`src/rtl/i2cm_pkg.sv`:
```
package i2cm_pkg;

   localparam int unsigned BYTE_W = 8;

   typedef enum logic [1:0] {
      OP_START = 2'd0,
      OP_WRITE = 2'd1,
      OP_READ  = 2'd2,
      OP_STOP  = 2'd3
   } op_e;

   typedef enum logic [2:0] {
      ST_IDLE,
      ST_START,
      ST_BIT,
      ST_HOLD,
      ST_STOP
   } state_e;

endpackage

```
`src/rtl/i2cm_tick.sv`:
```
module i2cm_tick #(
   parameter int unsigned DIV = 132
) (
   input  logic clk,
   input  logic rst_n,
   input  logic run,
   output logic tick
);
   localparam int unsigned QTR = DIV / 4;
   localparam int unsigned CW  = $clog2(QTR);

   if (DIV % 4 != 0 || DIV < 8) begin : g_bad_div
      $error("i2cm_tick: DIV must be a multiple of 4 and at least 8");
   end

   logic [CW-1:0] cnt;
   logic          wrap;

   assign wrap = (cnt == CW'(QTR - 1));
   assign tick = run && wrap;

   always_ff @(posedge clk or negedge rst_n) begin
      if (!rst_n)             cnt <= '0;
      else if (!run || wrap)  cnt <= '0;
      else                    cnt <= cnt + CW'(1);
   end
endmodule

```
`src/rtl/i2cm_sync.sv`:
```
module i2cm_sync #(
   parameter int unsigned STAGES = 2
) (
   input  logic clk,
   input  logic rst_n,
   input  logic d,
   output logic q
);
   if (STAGES > 4) begin : g_bad_stages
      $error("i2cm_sync: STAGES above 4 is not supported");
   end

   if (STAGES == 0) begin : g_bypass
      assign q = d;
   end else begin : g_chain
      logic [STAGES-1:0] ff;
      always_ff @(posedge clk or negedge rst_n) begin
         if (!rst_n) begin
            ff <= '1;
         end else begin
            ff[0] <= d;
            for (int i = 1; i < int'(STAGES); i++) ff[i] <= ff[i-1];
         end
      end
      assign q = ff[STAGES-1];
   end
endmodule

```
`src/rtl/i2cm_shreg.sv`:
```
module i2cm_shreg #(
   parameter int unsigned W = 8
) (
   input  logic         clk,
   input  logic         rst_n,
   input  logic         load,
   input  logic [W-1:0] load_val,
   input  logic         shift,
   input  logic         sin,
   output logic [W-1:0] q
);
   if (W < 2) begin : g_bad_w
      $error("i2cm_shreg: W must be at least 2");
   end

   always_ff @(posedge clk or negedge rst_n) begin
      if (!rst_n)     q <= '0;
      else if (load)  q <= load_val;
      else if (shift) q <= {q[W-2:0], sin};
   end
endmodule

```
`src/rtl/i2c_master.sv`:
```
module i2c_master
   import i2cm_pkg::*;
#(
   parameter int unsigned DIV         = 132,
   parameter int unsigned SYNC_STAGES = 2
) (
   input  logic       clk,
   input  logic       rst_n,
   input  logic       cmd_valid,
   input  logic [1:0] cmd_op,
   input  logic [7:0] cmd_data,
   input  logic       cmd_last,
   input  logic       scl_in,
   input  logic       sda_in,
   output logic       scl_oe,
   output logic       sda_oe,
   output logic       busy,
   output logic       done,
   output logic       nack,
   output logic       bus_fault,
   output logic [7:0] rd_data
);
   localparam int unsigned BW = $clog2(BYTE_W + 1);

   state_e           st;
   logic [1:0]       q;
   logic [BW-1:0]    bitn;
   logic             rd_mode, last_rd, from_hold, samp;
   logic             scl_s, sda_s, tick, run, accept;
   logic             scl_d, sda_d, sda_keep, drive_one, err, ack_bit;
   logic             sh_load, sh_shift;
   logic [BYTE_W-1:0] sh_val, sh_q;
   op_e              op;

   i2cm_sync #(.STAGES(SYNC_STAGES)) u_sync_scl (.clk(clk), .rst_n(rst_n), .d(scl_in), .q(scl_s));
   i2cm_sync #(.STAGES(SYNC_STAGES)) u_sync_sda (.clk(clk), .rst_n(rst_n), .d(sda_in), .q(sda_s));
   i2cm_tick #(.DIV(DIV)) u_tick (.clk(clk), .rst_n(rst_n), .run(run), .tick(tick));

   assign op      = op_e'(cmd_op);
   assign run     = (st == ST_START) || (st == ST_BIT) || (st == ST_STOP);
   assign busy    = run;
   assign accept  = cmd_valid && !run && (op == OP_START || st == ST_HOLD);
   assign ack_bit = (bitn == BW'(BYTE_W));
   assign drive_one = ack_bit ? (rd_mode && last_rd) : (!rd_mode && sh_q[BYTE_W-1]);

   assign sh_load  = accept && (op != OP_STOP);
   assign sh_val   = (op == OP_READ) ? '1 : cmd_data;
   assign sh_shift = tick && !err && (st == ST_BIT) && (q == 2'd3) && !ack_bit;

   i2cm_shreg #(.W(BYTE_W)) u_shreg (
      .clk(clk), .rst_n(rst_n), .load(sh_load), .load_val(sh_val),
      .shift(sh_shift), .sin(samp), .q(sh_q)
   );
   assign rd_data = sh_q;

   // line drive per state and quarter; SDA moves only in quarter 1 of a bit
   always_comb begin
      scl_d    = 1'b0;
      sda_d    = 1'b0;
      sda_keep = 1'b0;
      unique case (st)
         ST_START: begin
            scl_d = (q == 2'd0) ? from_hold : (q == 2'd3);
            sda_d = q[1];
         end
         ST_BIT: begin
            scl_d    = !q[1];
            sda_keep = (q == 2'd0);
            sda_d    = ack_bit ? (rd_mode && !last_rd) : (!rd_mode && !sh_q[BYTE_W-1]);
         end
         ST_HOLD: begin
            scl_d    = 1'b1;
            sda_keep = 1'b1;
         end
         ST_STOP: begin
            scl_d = !q[1];
            sda_d = (q != 2'd3);
         end
         default: ;
      endcase
   end

   // foreign-drive detection at the end of a quarter
   always_comb begin
      unique case (st)
         ST_START: err = (q == 2'd1) && (!scl_s || !sda_s);
         ST_BIT:   err = q[1] && (!scl_s || (drive_one && !sda_s));
         ST_STOP:  err = q[1] && (!scl_s || (q[0] && !sda_s));
         default:  err = 1'b0;
      endcase
   end

   always_ff @(posedge clk or negedge rst_n) begin
      if (!rst_n) begin
         st <= ST_IDLE;  q <= '0;  bitn <= '0;
         rd_mode <= 1'b0;  last_rd <= 1'b0;  from_hold <= 1'b0;  samp <= 1'b0;
         done <= 1'b0;  nack <= 1'b0;  bus_fault <= 1'b0;
         scl_oe <= 1'b0;  sda_oe <= 1'b0;
      end else begin
         scl_oe <= scl_d;
         if (!sda_keep) sda_oe <= sda_d;
         if (accept) begin
            done <= 1'b0;
            q    <= '0;
            bitn <= '0;
            unique case (op)
               OP_START: begin
                  st <= ST_START;  from_hold <= (st == ST_HOLD);
                  rd_mode <= 1'b0;  bus_fault <= 1'b0;
               end
               OP_WRITE: begin st <= ST_BIT; rd_mode <= 1'b0; end
               OP_READ:  begin st <= ST_BIT; rd_mode <= 1'b1; last_rd <= cmd_last; end
               default:  st <= ST_STOP;
            endcase
         end else if (tick) begin
            if (err) begin
               st <= ST_IDLE;  bus_fault <= 1'b1;  done <= 1'b1;
            end else begin
               q <= q + 2'd1;
               unique case (st)
                  ST_START: if (q == 2'd3) begin st <= ST_BIT; bitn <= '0; end
                  ST_BIT: begin
                     if (q == 2'd2) begin
                        samp <= sda_s;
                        if (ack_bit) nack <= sda_s;
                     end
                     if (q == 2'd3) begin
                        if (ack_bit) begin st <= ST_HOLD; done <= 1'b1; end
                        else         bitn <= bitn + BW'(1);
                     end
                  end
                  ST_STOP: if (q == 2'd3) begin st <= ST_IDLE; done <= 1'b1; end
                  default: ;
               endcase
            end
         end
      end
   end
endmodule

```
`config.mk`:
```
export PLATFORM = sky130hd
export DESIGN_NAME = i2c_master
export DESIGN_NICKNAME = d
export VERILOG_FILES = /design/src/rtl/i2cm_pkg.sv /design/src/rtl/i2cm_tick.sv /design/src/rtl/i2cm_sync.sv /design/src/rtl/i2cm_shreg.sv /design/src/rtl/i2c_master.sv
export SDC_FILE = /design/constraint.sdc
export NUM_CORES = 1
export LEC_CHECK = 0
export BUFFER_PORTS_ARGS = -buffer_cell sky130_fd_sc_hd__buf_2
export CORE_MARGIN = 2
export CORE_UTILIZATION = 44
export CTS_BUF_LIST = sky130_fd_sc_hd__clkbuf_4 sky130_fd_sc_hd__clkbuf_8
export DETAILED_ROUTE_END_ITERATION = 8
export HOLD_SLACK_MARGIN = 0.08
export MAX_ROUTING_LAYER = met4
export PLACE_DENSITY_LB_ADDON = 0.15
export SYNTH_ARGS = -nofsm -noshare
export SYNTH_HDL_FRONTEND = slang
export SYNTH_SLANG_ARGS = --single-unit
export TNS_END_PERCENT = 1
```
`constraint.sdc`:
```
create_clock -name clk -period 3.71 [get_ports clk]
set_input_delay 0.371 -clock clk [delete_from_list [all_inputs] [get_ports clk]]
set_output_delay 0.371 -clock clk [all_outputs]
set_load 0.05 [all_outputs]
```
Word level (Yosys, flattened, before mapping)
Cells that the tools add are included.
{ "totals": {"inputBits": 16, "word_cells": 140, "ff_bits": 36, "out_inout_bits": 14} }
{ "classes": {"add_sub_neg": 3, "eq_ne": 22, "n_bitwise": 2, "n_mux": 42, "n_reduce_logical": 55} }
{ "ops": {"columns": ["cell", "n"], "rows": [
  ["two-way mux 4 bit", 6],
  ["two-way mux 8 bit", 3],
  ["two-way mux 3 bit", 7],
  ["AND reduction 6 bit", 3],
  ["logical AND 1 bit", 17],
  ["two-way mux 1 bit", 13],
  ["inequality test 4 x 3 -> 1 bit (second input constant)", 3],
  ["AND reduction 5 bit", 2],
  ["zero test 1 bit", 9],
  ["case mux 1 bit (3 select lines)", 3],
  ["case mux 3 bit (3 select lines)", 1],
  ["case mux 4 bit (2 select lines)", 1],
  ["AND reduction 2 bit", 4],
  ["nonzero test 2 bit", 4],
  ["logical OR 1 bit", 7],
  ["adder 6 x 1 -> 6 bit (second input constant)", 1],
  ["== test 2 bit (second input constant)", 3],
  ["== test 3 x 2 -> 1 bit (second input constant)", 2],
  ["== test 6 bit (second input constant)", 1],
  ["two-way mux 2 bit", 3],
  ["two-way mux 6 bit", 1],
  ["inequality test 2 bit (second input constant)", 3],
  ["inequality test 3 x 2 -> 1 bit (second input constant)", 2],
  ["case mux 1 bit (2 select lines)", 3],
  ["other kinds (17)", 22]
]} }

Logic depth before layout (Yosys ltp)
Gate-level depths: netlist (run 1).
{ "depth": {"ltp_word": 14, "mapped_depth": 9, "ltp_nobuf": 7} }

Cells and area by module
A second synthesis (run 1) with hierarchy kept.
{ "hier_totals": {"hier_cells": 226, "area_unflattened_um2": 2317.2} }
{ "modules_own_cells": {"columns": ["module", "n_inst", "cells_per_inst", "seq_area_each_um2", "area_per_inst_um2"], "rows": [
  ["i2c_master", 1, 159, 450.4, 1542.7],
  ["i2cm_shreg", 1, 34, 200.2, 372.9],
  ["i2cm_tick", 1, 29, 150.1, 296.5],
  ["i2cm_sync", 2, 2, 52.6, 52.6]
]} }

Least setup slack after synthesis (run 1)
No wires, ideal clock.
{ "synth_timing": {"kind": "register to register", "from": "reg st[0]", "to": "reg q[0]", "stages_incl_launch_ff": 7, "path_buffers": 1, "path_slack_ps": 1427, "period_less_slack_ps": 2283, "arrival_time_ps": 2159, "t_required_ps": 3585, "setup_time_ps": 125, "cell_sequence": "dfrtp_1 buf_2 xnor2_1 o21ai_2 a21oi_1 or3_1 mux2_2"} }
{ "synth_between": {"elab_chain_len": 8, "word_cells_on_any_way": 16, "classes_between": "5 x eq/ne; 2 x mux; 9 x reduce/logical"} }
{ "synth_rtl": {"columns": ["item", "line", "rtl"], "rows": [
  ["start: declaration", "i2c_master.sv:25", "state_e st;"],
  ["start signal: assignment", "i2c_master.sv:95", "st <= ST_IDLE; q <= '0; bitn <= '0;"],
  ["start signal: assignment", "i2c_master.sv:108", "st <= ST_START; from_hold <= (st == ST_HOLD);"],
  ["start signal: assignment", "i2c_master.sv:111", "OP_WRITE: begin st <= ST_BIT; rd_mode <= 1'b0; end"],
  ["== test 3 x 1 -> 1 bit / == test 3 x 2 -> 1 bit (equally long branches)", "i2c_master.sv:40", "assign run = (st == ST_START) || (st == ST_BIT) || (st == ST_STOP);"],
  ["logical OR 1 bit", "i2c_master.sv:40", null],
  ["logical OR 1 bit (*)", "i2c_master.sv:40", null],
  ["via busy", "i2c_master.sv:17", "output logic busy,"],
  ["zero test 1 bit", "i2c_master.sv:42", "assign accept = cmd_valid && !run && (op == OP_START || st == ST_HOLD);"],
  ["logical AND 1 bit (2 in series)", "i2c_master.sv:42", null],
  ["inequality test 2 bit (no source line) / nonzero test 2 bit (equally long branches)", null, null],
  ["AND reduction 2 bit (no source line)", null, null],
  ["end signal: assignment", "i2c_master.sv:119", "q <= q + 2'd1;"],
  ["end: declaration", "i2c_master.sv:26", "logic [1:0] q;"]
]} }
The timed path passes the listed nets; every way through them passes the cells marked *.
A chain may end at the register's enable or synchronous reset.

Worst setup path after layout (run 1)
{ "layout_timing": {"from": "reg st[0]", "to": "reg u_shreg.q[6]"} }
{ "layout_between": {"elab_chain_len": 9, "word_cells_on_any_way": 20, "classes_between": "4 x eq/ne; 2 x mux; 14 x reduce/logical"} }
{ "layout_rtl": {"columns": ["item", "line", "rtl"], "rows": [
  ["branches (longest 9 deep; another with == test 3 bit)", null, null],
  ["end signal: assignment", "i2cm_shreg.sv:18", "else if (load) q <= load_val;"],
  ["end signal: assignment", "i2cm_shreg.sv:19", "else if (shift) q <= {q[W-2:0], sin};"],
  ["end: declaration", "i2cm_shreg.sv:10", "output logic [W-1:0] q"]
]} }
Parallel ways; which one is timed is not known.

==> results of run 1 <==
==> stage by stage <==
| stage | worst slack (ns) | cells | hold WS [ns] |
|---|---|---|---|
| 2_1_floorplan | 1.43 | 209 | 0.0754 |
| 3_3_place_gp | 1.18 | 298 | 0.346 |
| 3_5_place_dp | 1.10 | 298 | 0.348 |
| 4_1_cts | 1.09 | 306 | 0.170 |
| 5_1_grt | 0.835 | 306 | 0.165 |
| 6_report | 1.07 | 306 | 0.163 |
==> area by class of cell <==
type                            count  area [um2]
Clock buffer                        7        90.1
Clock inverter                      1        7.51
Fill cell                         434        2260
Inverter                           12        45.0
Multi-Input combinational cell    151        1160
Sequential cell                    36         906
Tap cell                           67        83.8
Timing Repair Buffer               32         168
==> placed cells by master, fill, tap and decap left out, types with 7 or more instances in the layout <==
| master | count |
|---|---|
| ha_1 | 12 |
| a21oi_1 | 7 |
| dfrtp_1 | 32 |
| inv_1 | 12 |
| nor2_1 | 12 |
| a41o_1 | 8 |
| nand2_1 | 8 |
| o22a_1 | 9 |
| buf_2 | 29 |
| a21boi_0 | 7 |
| nand3_1 | 7 |
==> cells in the mapped netlist (3+ instances only) <==
library cell   n
nand2_1        8
and2_1         3
dfstp_2        4
clkbuf_1       4
o2bb2ai_1      3
dfrtp_1       32
nand2b_1       3
ha_1          12
inv_1         12
xor2_1         3
o41ai_1        3
nand3_1        7
a41o_1         8
mux2_2         6
or3_1          3
o21ai_0        6
o22a_1         9
o211a_1        3
and3_1         6
xnor2_1        3
a31oi_1        4
nor2_1        12
nand3b_1       3
buf_2          3
a21oi_1        7
a21boi_0       7
==> power by group <==
part / leakage (nW) / internal (W) / switching, W
combinational: 0.671 / 0.000292 / 0.000554
sequential: 0.445 / 0.000514 / 0.000126
clock: 0.0479 / 0.000158 / 0.000149
==> worst register-to-register path: cells and delay by family, from the launching register on <==
| kind | cells | cell delay [ns] |
|---|---|---|
| and+or+nand+nor | 3 | 1.51 |
| DFF | 1 | 0.57 |
| AOI/OAI and AO/OA | 2 | 0.45 |
==> cell families (layout without fill, tap and decap cells) <==
logic type	after synthesis	in the layout	synth area share (%)
AO/OA/AOI/OAI	66	66	23.7
XOR/XNOR	6	6	2.42
adder cells (fa/ha/maj)	12	12	6.92
buffers and inverters	22	52	4.67
flip-flops	36	36	41.8
multiplexers	7	7	3.58
AND/OR/NAND/NOR	60	60	17.0
==> sequential cells by signal, summed over array words and instances (netlist names), 2 cells and up <==
name                   flops
bitn                       4
u_shreg.q                  8
u_sync_scl.g_chain.ff      2
st                         3
q                          2
u_sync_sda.g_chain.ff      2
u_tick.cnt                 6
==> path summary, 6_finish.rpt <==
path | startpoint | end | cells past startpoint
worst max-delay path | st[0] | u_shreg.q[6] | 5
worst min register to register | u_sync_sda.g_chain.ff[0] | u_sync_sda.g_chain.ff[1] | 0
min in group clk | sda_in | u_sync_sda.g_chain.ff[0] | 1
worst min-delay path | rst_n | bitn[0] | 1
max in group asynchronous | rst_n | u_tick.cnt[4] | 1
worst max register to register | st[0] | u_shreg.q[6] | 5
==> routing by layer <==
metal / track usage [%] / routed length, um
met5: - / 0
met4: 5.66 / 60
met3: 4.07 / 204
met2: 27.0 / 2110
met1: 27.3 / 2370
==> summary.md, run 1 <==
The routed design has 4740 um of wire. Measured along the x axis, the die boundary spans 74.2 um. STA classifies the critical path startpoint as a flip-flop. The cell row count was 25; the setup TNS was 0 ns. The via count of the first global-routing pass is 1604, and the setup clock skew after layout is 0.00469 ns. Setup violations remaining at the end of the flow were counted as 0. The number of hold buffers added after CTS was 0; the number of hold violations in the final report was 0. After clock tree synthesis, the repair step resized 0 gates.

STA classifies the critical path endpoint as a flip-flop. The maximum count of clock buffers along a single path was 2. After synthesis, the share of flip-flops with an asynchronous set or reset is 100%. TritonCTS buffer count: 5. The number of buffers and inverters on the critical path is 0. The run gives 0 as the number of max-slew violations in the final report. Type of the worst min-delay path: in2async. The logs give 3380 um for the half-perimeter wire length of the detailed placement result and 0 for the number of routed nets with antenna violations. The total overflow left after global routing is 0. Among all flip-flop cells after synthesis, the most frequent one is dfrtp_1. For the pin with the worst max-slew slack, the measured transition is 0.876 ns. Across the run, the number of max-cap violations was 0. After synthesis, the cell types taking the most area are dfrtp_1, ha_1, dfstp_2, a41o_1, o22a_1. For this run, the detailed router's first-pass iteration total came to 4. The global-route usage over all layers is 19.0%, and the portion of the post-synthesis area used by sequential elements is 41.8%. TritonCTS built the clock tree. By startpoint and endpoint, the worst setup path is classified as reg2reg. Power spread over the standard cell area amounts to 728 mW/mm2. Setup repair after global routing left no endpoint under its margin. After synthesis, the netlist uses 56 different library cells. The vertical die dimension came out at 74.2 um. Buffer cell driving the clock tree root: clkbuf_8. In the final design database the tool counted 266 nets. The run finished with clean final reports. The number of setup buffers added after CTS is 0. In the routed layout, each cell is associated on average with a via count of 5.68. The instance area at placement was 0.00236 mm2; the detail-routed net length per standard cell was 15.5 um.

After synthesis the cells add up to 0.00217 mm2. Summed over all instances, the cell type with the most area after synthesis is dfrtp_1. Worst-path cell with the longest stage delay: nor3_2. The synthesized instance count was 209; the number of warnings printed during yosys synthesis was 0. The highest cell delay on the worst timing path is 0.70 ns, and the maximum net fanout on the critical path is 16. In this run the static leakage power is 1.16 nW. The layout cell share with drive strength beyond 1 is 23.4%. The cell family contributing the most delay on the critical path is simple AND/OR/NAND/NOR gates. The share of the synthesized area in the top cell type came out at 36.9%. The number of antenna violations at the first check in global routing is 0. Cells fill 52.1% of the core in the end. Across the VDD grid, the largest voltage drop is 0.354 mV. The placer congestion estimate is 0.838, and the post-route minimum period is 2.64 ns. The first routing iteration left 113 violations.

For flop-to-flop paths, the worst setup slack is 1.07 ns. Walking the worst path, the cells encountered are nor3b_1 -> nand2b_1 -> nor3_2 -> a21boi_0 -> o22a_1. At the worst endpoint, the arrival time is 2.83 ns. The initial utilization of the core area, before any placement, comes to 45.9%. The logs give 2 for the H-tree depth reported by CTS and 0.00551 mm2 for the area of the die. The pin count of the biggest net entering global routing is 37. Summing all non-filler instances in the final layout gives an area of 0.00246 mm2. For this design the top-level I/O count stands at 30. 0 antenna diodes ended up in the layout. The count of state elements after synthesis is 36. The first global-routing pass estimated 7730 um of wire.

For this run, the top clock speed supported by timing is 378 MHz. The total area inside the core boundary comes to 0.00472 mm2. The overall power after layout was 0.00179 W; the clock transition at the registers of the reported paths was 0.07 ns. Relative to the synthesized area, the layout overhead comes to 13.5%. In this run, synthesis inferred 0 flip-flops with an integrated enable. The tightest slew margin relative to the limit is 41.3%.

Data on the critical path is required at its endpoint by 3.90 ns. The clock drives 36 sinks. The count of buffers added on input and output ports is 29. In the routed design, unresolved DRC markers number 0. The routed layout has 1739 vias. The tools report the source-to-sink clock delay at the later pin of the worst-skew pair as 0.29 ns. A synthesized cell averages 10.4 um2.

Of the available clock period, the critical path in the final layout requires 71.3%. The number of nets handed over by synthesis was 237.
Note: power is estimated with default switching activity, not from simulation.
==> inputs of run 2 (changes only) <==
==> constraint.sdc (replaced) <==
create_clock -name clk -period 2.51 [get_ports clk]
set_input_delay 0.251 -clock clk [delete_from_list [all_inputs] [get_ports clk]]
set_output_delay 0.251 -clock clk [all_outputs]
set_load 0.05 [all_outputs]
==> run 2 against run 1 <==
Compared with the run above: hold slack better by 0.016 ns; count of clock-buffer cells in the layout stayed put; non-clock buffer count is 7 higher; power is 49% higher; clock power is 38% higher; final cell count is 2.3% higher; combinational power is 54% higher.
==> summary.md, run 2 (synthesis gave the netlist of run 1 again) <==
The vertical die dimension came out at 74.2 um. Combinational power share: 48.8%. Of the total power, the share spent switching nets is 46.1%. Across all layers, the routed design uses 1796 vias.

The length in cells of the worst reg-to-reg path works out to 5. The slowest stage of the critical path belongs to the cell dfrtp_1. For the clock sink total, the log shows 36. Critical path class: reg2reg. Data on the critical path arrives at its endpoint at 2.55 ns.

The via count of the first global-routing pass came out at 1657. TritonCTS built the clock tree. The clock network accounts for 15.8% of the total power.

The worst pin sits at a relative slew slack of 47.1%. The post-place setup slack was 0.156 ns. The global-route wire length before repair was 8090 um. In the final layout, the registers with the most flip-flops are u_shreg.q x8, u_tick.cnt x6, bitn x4.

The register with the most flip-flops in the layout has 8 of them. After floorplanning, the core was sized to cover 0.00472 mm2. Summed over all layers, the global routing overflow is 0. The first detailed-routing pass took 4 iterations. The number of placed instances with taps included came out at 302. Excluding fillers, the count of instances in the completed layout stands at 313. The required time of the worst setup path is 2.69 ns. The switching power total is 0.00123 W, and the maximum net fanout on the critical path is 14.

Once routing completed, OpenROAD measured the worst setup slack at 0.134 ns. For hold timing, the worst endpoint is u_shreg.q[6]. After the first detailed-routing iteration, the DRC count stood at 128. For the number of antenna violations at the first check in global routing, the log shows 0. The startpoint identified for the worst register-to-register timing path is st[2]. The highest cell delay on the worst timing path is 0.65 ns, and the number of hold violations in the final report is 0. Tracing the worst setup path back leads to its startpoint at st[2]. In this run the tool buffered the top-level ports with 29 buffer cells.

For this design the static power due to leakage is 1.20 nW. For the worst hold-check slack, the log shows 0.179 ns. The flow ran to the end, and the final reports show no timing, DRC or antenna violations.

The tool flagged a number of max-cap violations equal to 0. The run gives 25 as the cell row count. TritonCTS created 5 clock buffers.

The worst setup path is captured at a flip-flop. The clock transition at the registers of the reported paths was 0.07 ns; the post-synthesis to final-layout area growth was 16.0%. Hold path startpoint: cmd_data[6].

Cell internal power was estimated by the tool at 0.00144 W. The die span in x is 74.2 um. The tools report the terminus of the critical flop-to-flop path as q[0]. Period utilization: 94.6%. The buffers inserted during post-CTS setup optimization is 0, and the setup clock skew after layout is 0.00965 ns.

Of the cells placed in the final design, the portion with a size suffix greater than 1 is 24.4%. Setup repair after global routing left no endpoint under its margin. 30 I/O pins were placed. The worst-case IR drop observed on VDD is 0.594 mV. The signal on the critical path passes through or3b_1 -> o21ai_2 -> a21oi_1 -> or3_1 -> mux2_2. The run gives 2 as the H-tree depth reported by CTS. For the pin with the worst max-slew slack, the measured transition is 0.793 ns. The type of the worst min-delay path was in2reg.

Global routing consumed, over all layers together, 20.0% of the routing resources. The worst hold path stage count came out at 2. The worst path needs 2.38 ns of the cycle, external delays included. Dividing the detail-routed via count by the number of cells gives 5.74. The number of routed nets with antenna violations came out at 0. Clock tree synthesis selected as its root buffer the cell clkbuf_8.

At the later pin of the worst-skew pair, clock insertion delay measures 0.29 ns. Per report_power, the sequential group accounts for 35.4% of the total. Entering global routing, the biggest net connects 37 pins.

The congestion estimate from routability-driven global placement came to 0.859. After detailed routing, the average wire length per cell comes to 15.2 um. For this block, the routed nets add up to 4740 um of wire. Setup total negative slack on the finished layout was measured at 0 ns. Dividing total power by cell area gives a power density of 1060 mW/mm2. For the initial cell density of the core, the log shows 45.9%. Half-perimeter wire length of the detailed placement result: 3400 um. Counting flops per register, the top entry is u_shreg.q. The clock passes through at most 2 buffers.

The setup slack of the worst register-to-register path came out at 0.13 ns. For this run, design rule violations remaining after detail routing come to 0. The logs give 421 MHz for the fmax and 0.00551 mm2 for the area of the die. 0 antenna diodes ended up in the layout. The most common cell after layout, fill and taps aside is dfrtp_1. Leaving out fill and tap cells, the most frequent cells in the layout are dfrtp_1, buf_2, inv_1, nor2_1, ha_1.

The setup-violating endpoint count in the final report was 0; the post-layout net count was 273. STA classifies the critical path startpoint as a flip-flop. The number of max-slew violations in the final report is 0.
==> run 2: cell types whose count changed in the layout (fill, tap and decap cells not counted) <==
cell / change
buf_4: +4
dlygate4sd3_1: +3
clkbuf_4: +1
clkbuf_8: -1
clkinv_4: +1
clkinvlp_4: -1
==> run 2: worst max path at each step <==
stage / endpoint / depth (start not counted)
2_1_floorplan: q[0] / 6
3_3_place_gp: q[0] / 5
5_1_grt: u_shreg.q[6] / 5
6_report: q[0] / 5
4_1_cts: q[0] / 5
3_5_place_dp: q[0] / 5
==> run 2: per-stage QoR <==
step	area [um2]	power [W]	util, %
floorplan	2170	0.00192	-
CTS	2520	0.00269	53.3
global placement	2390	0.00225	50.7
global route	2520	0.00286	53.3
detailed placement	2390	0.00225	50.7
finish	2520	0.00267	53.3
==> run 2: cell type report <==
class                      instances  area, um2
clock inverter                     1       8.76
clock buffer                       7       83.8
multi-input combinational        151       1160
inverter                          12       45.0
fill                             421       2210
sequential                        36        906
tap                               67       83.8
timing repair buffer              39        228
==> run 2: per-layer routing <==
layer / vias to the layer above / wire length [um] / global-route usage (%)
li1: 867 / - / -
met1: 863 / 2220 / 27.2
met2: 59 / 2240 / 29.6
met3: 7 / 230 / 5.83
met4: 0 / 57 / 4.85
met5: - / 0 / -
==> run 2: critical path: cells and delay by family, from the launching register on <==
kind / cells / cell delay, ns
AO/OA/AOI/OAI: 2 / 0.38
multiplexers: 1 / 0.28
AND/OR/NAND/NOR: 2 / 0.96
flip-flops: 1 / 0.65
==> run 2: timing repair <==
item                      CTS  global route
hold endpoints to repair   30             0
gates resized for setup     0             0
hold buffers                3             0
==> run 2: power by group through the flow <==
stage	logic, W	clock network, W	registers (W)
final	0.00130	0.000424	0.000946
after CTS	0.00130	0.000439	0.000949
after global routing	0.00141	0.000464	0.000980
after floorplan	0.000720	0	0.00120
after detailed placement	0.00130	0	0.000957
after global placement	0.00129	0	0.000954
==> inputs of run 3 (changes only) <==
--- a/config.mk
+++ b/config.mk
@@ -6,7 +6,7 @@
 export NUM_CORES = 1
 export LEC_CHECK = 0
 export BUFFER_PORTS_ARGS = -buffer_cell sky130_fd_sc_hd__buf_2
-export CORE_MARGIN = 2
+export CORE_MARGIN = 3
 export CORE_UTILIZATION = 44
 export CTS_BUF_LIST = sky130_fd_sc_hd__clkbuf_4 sky130_fd_sc_hd__clkbuf_8
 export DETAILED_ROUTE_END_ITERATION = 8
==> run 3 against run 2 <==
Compared with the run above: final cell count grew 0.64%; register-to-register slack better by 0.08 ns; routed wire length grew 4.2%; clock power increased by 3%; cell area rose by 1.3%; via count increased by 1.8%; sequential share of layout area down 0.46 points; sequential cell count unchanged; combinational power is 5% higher; hold slack about the same; first-iteration DRC count up 46%; critical path type unchanged.
==> summary.md, run 3 (synthesis gave the netlist of run 1 again) <==
Across all layers, the routed design uses 1828 vias. Dividing total power by cell area gives a power density of 1070 mW/mm2. The top cell types in the final layout, fill and taps aside, are dfrtp_1, buf_2, inv_1, nor2_1, ha_1. The detail-routed via count per cell was 5.80; the number of antenna violations at the first check in global routing was 0. Of the available clock period, the critical path in the final layout requires 91.5%.

The type of the worst min-delay path was in2reg. The tools report the TritonCTS buffer count as 5. At the worst endpoint, the arrival time is 2.47 ns. Once detail routing completed, the nets flagged for antenna violations numbered 0.

The static leakage is 1.22 nW. The longest clock path from root to sink contains 2 buffers. Counting the fill cells in the layout gives 442.

The tightest slew margin relative to the limit came out at 46.4%. The logs give 3660 um for the half-perimeter wire length of the detailed placement result and 0 for the number of violations of the max-capacitance limit. The setup check on the worst reg-to-reg path leaves a slack of 0.21 ns. Worst min-delay path endpoint: u_shreg.q[6]. The register with the highest flop count was u_shreg.q.

The terminus of the critical flop-to-flop path was q[0]. Setup repair after global routing left no endpoint under its margin. For the leftover overflow at the end of global routing, the log shows 0. The run gives 0 as the setup-violating endpoint count in the final report.

Grouping stages by cell kind, the critical path spends the most delay in simple AND/OR/NAND/NOR gates. Entering global routing, the biggest net connects 37 pins. Of the total power, the share spent switching nets is 45.7%.

The run gives 30 as the number of top-level pins. Buffers placed on the I/O ports in this run total 29. The first global-routing pass estimated 8380 um of wire. In this run the core area contains 24 standard-cell rows. The post-synthesis to final-layout area growth came out at 17.5%. The number of hold violations in the final report came out at 0.

Worst hold-check slack: 0.179 ns. The buffer and inverter count on the worst path came out at 1. The first detailed-routing pass took 4 iterations.

Once placement completed, the tool counted placed cells totaling 304. The endpoint class of the critical path was a flip-flop. Subtracting the final worst setup slack from the clock period gives 2.30 ns.

The logs give 0.00456 mm2 for the core region area and 33.8% for the register share of total power. The placer congestion estimate is 0.951. The beginning of the worst register-to-register path was st[2]. The tools report the via count of the first global-routing pass as 1782. The most common cell after layout, fill and taps aside was dfrtp_1. The clock transition at the registers of the reported paths was 0.07 ns.

Clock skew on the completed layout was measured at 0.00771 ns. The die span in x was 76.2 um; the fmax was 435 MHz. The internal cell power is 0.00147 W.

The detail-routed net length per standard cell came out at 15.7 um. In this run the number of H-tree levels came out at 2. Counting instances, the worst hold path has a depth of 2. For the source-to-sink clock delay at the later pin of the worst-skew pair, the log shows 0.29 ns. The die is 76.2 um tall.

The number of gates resized after CTS was 0. 0 antenna diodes ended up in the layout. The critical path depth came out at 6. The run gives 315 as the non-filler instance count after layout.

Clock tree synthesis found a total of 36 sinks. The run gives 47.5% as the initial cell density of the core. The register with the most flip-flops in the layout has 8 of them. In this run the power spent charging and discharging nets is 0.00124 W.

The critical path goes through buf_4 -> nor4b_2 -> o31a_1 -> a21oi_1 -> or3_1 -> mux2_2. For the worst setup path, the data required time is 2.68 ns. In the final layout, the registers with the most flip-flops are u_shreg.q x8, u_tick.cnt x6, bitn x4. The setup path with the least slack is of type reg2reg. The overall power after layout is 0.00272 W. The combinational power share was 50.1%; the initial DRC count was 187.

The number of max-slew violations in the final report is 0, and the length in cells of the worst reg-to-reg path is 6. The clock network accounts for 16.1% of the total power. The buffer cell driving the clock tree root was clkbuf_8. The run gives 277 as the post-layout net count. Across every metal layer, demand over resource in global routing totals 18.3%. The largest single stage delay on the critical path is 0.47 ns. The area of the die came out at 0.00581 mm2. TritonCTS built the clock tree. In the final layout, the share of cells above drive strength 1 is 25.6%.

The worst setup path is launched from a flip-flop. After detailed routing, the number of remaining DRC violations is 0. The flow ran to the end, and the final reports show no timing, DRC or antenna violations. The worst hold path begins at cmd_data[6].

Routed wire length: 4940 um. The maximum net fanout on the critical path is 10, and the largest vdd supply drop is 0.613 mV. At the pin with the least slew margin, the transition time is 0.804 ns. The slowest stage of the critical path belongs to the cell dfrtp_1.

In the final timing run, aggregate negative setup slack is 0 ns.
[run 3: routing by layer]
metal | share of wire, % | track usage [%]
met5 | 0 | -
met4 | 0.77 | 4.71
met3 | 4.9 | 4.96
met2 | 48 | 28.0
met1 | 47 | 24.1
[run 3: worst max-delay path by stage]
| stage | from | slack [ns] | end |
|---|---|---|---|
| after floorplan | st[0] | 0.23 | q[0] |
| after global placement | st[2] | 0.27 | q[0] |
| after detailed placement | st[2] | 0.26 | q[0] |
| after CTS | st[2] | 0.25 | q[0] |
| after global routing | bitn[0] | 0.11 | bitn[3] |
| final | st[2] | 0.21 | q[0] |
[run 3: area by class of cell]
class,count,area [um2],area share [%]
timing repair buffer,43,258,10.1
clock buffer,7,90.1,3.53
tap,65,81.3,3.19
sequential,36,906,35.5
inverter,12,45.0,1.77
multi-input combinational,151,1160,45.6
clock inverter,1,7.51,0.295
[run 3: power groups by stage]
stage	clock network (W)	registers [W]	logic (W)
after floorplan	0	0.00120	0.000720
after global placement	0	0.000926	0.00135
after detailed placement	0	0.000929	0.00135
after CTS	0.000454	0.000918	0.00136
after global routing	0.000486	0.000952	0.00147
final	0.000438	0.000918	0.00136
[run 3: worst reg2reg max path, delay by kind of cell, from the launching register on]
family,cells,cell delay (ns)
buf+inv,1,0.22
simple gates,2,0.77
flops,1,0.47
compound gates,2,0.45
mux,1,0.28
[run 3: stage by stage]
stage,instance area [um2],utilization [%],setup WS (ns)
floorplan,2170,-,0.227
global placement,2420,53.0,0.268
detailed placement,2420,53.0,0.263
CTS,2550,55.8,0.249
global route,2550,55.8,0.112
finish,2550,55.8,0.213
[run 3: timing repair]
| item | CTS | global route |
|---|---|---|
| hold endpoints to repair | 5 | 0 |
| hold buffers | 3 | 0 |
| setup buffers | 0 | 0 |
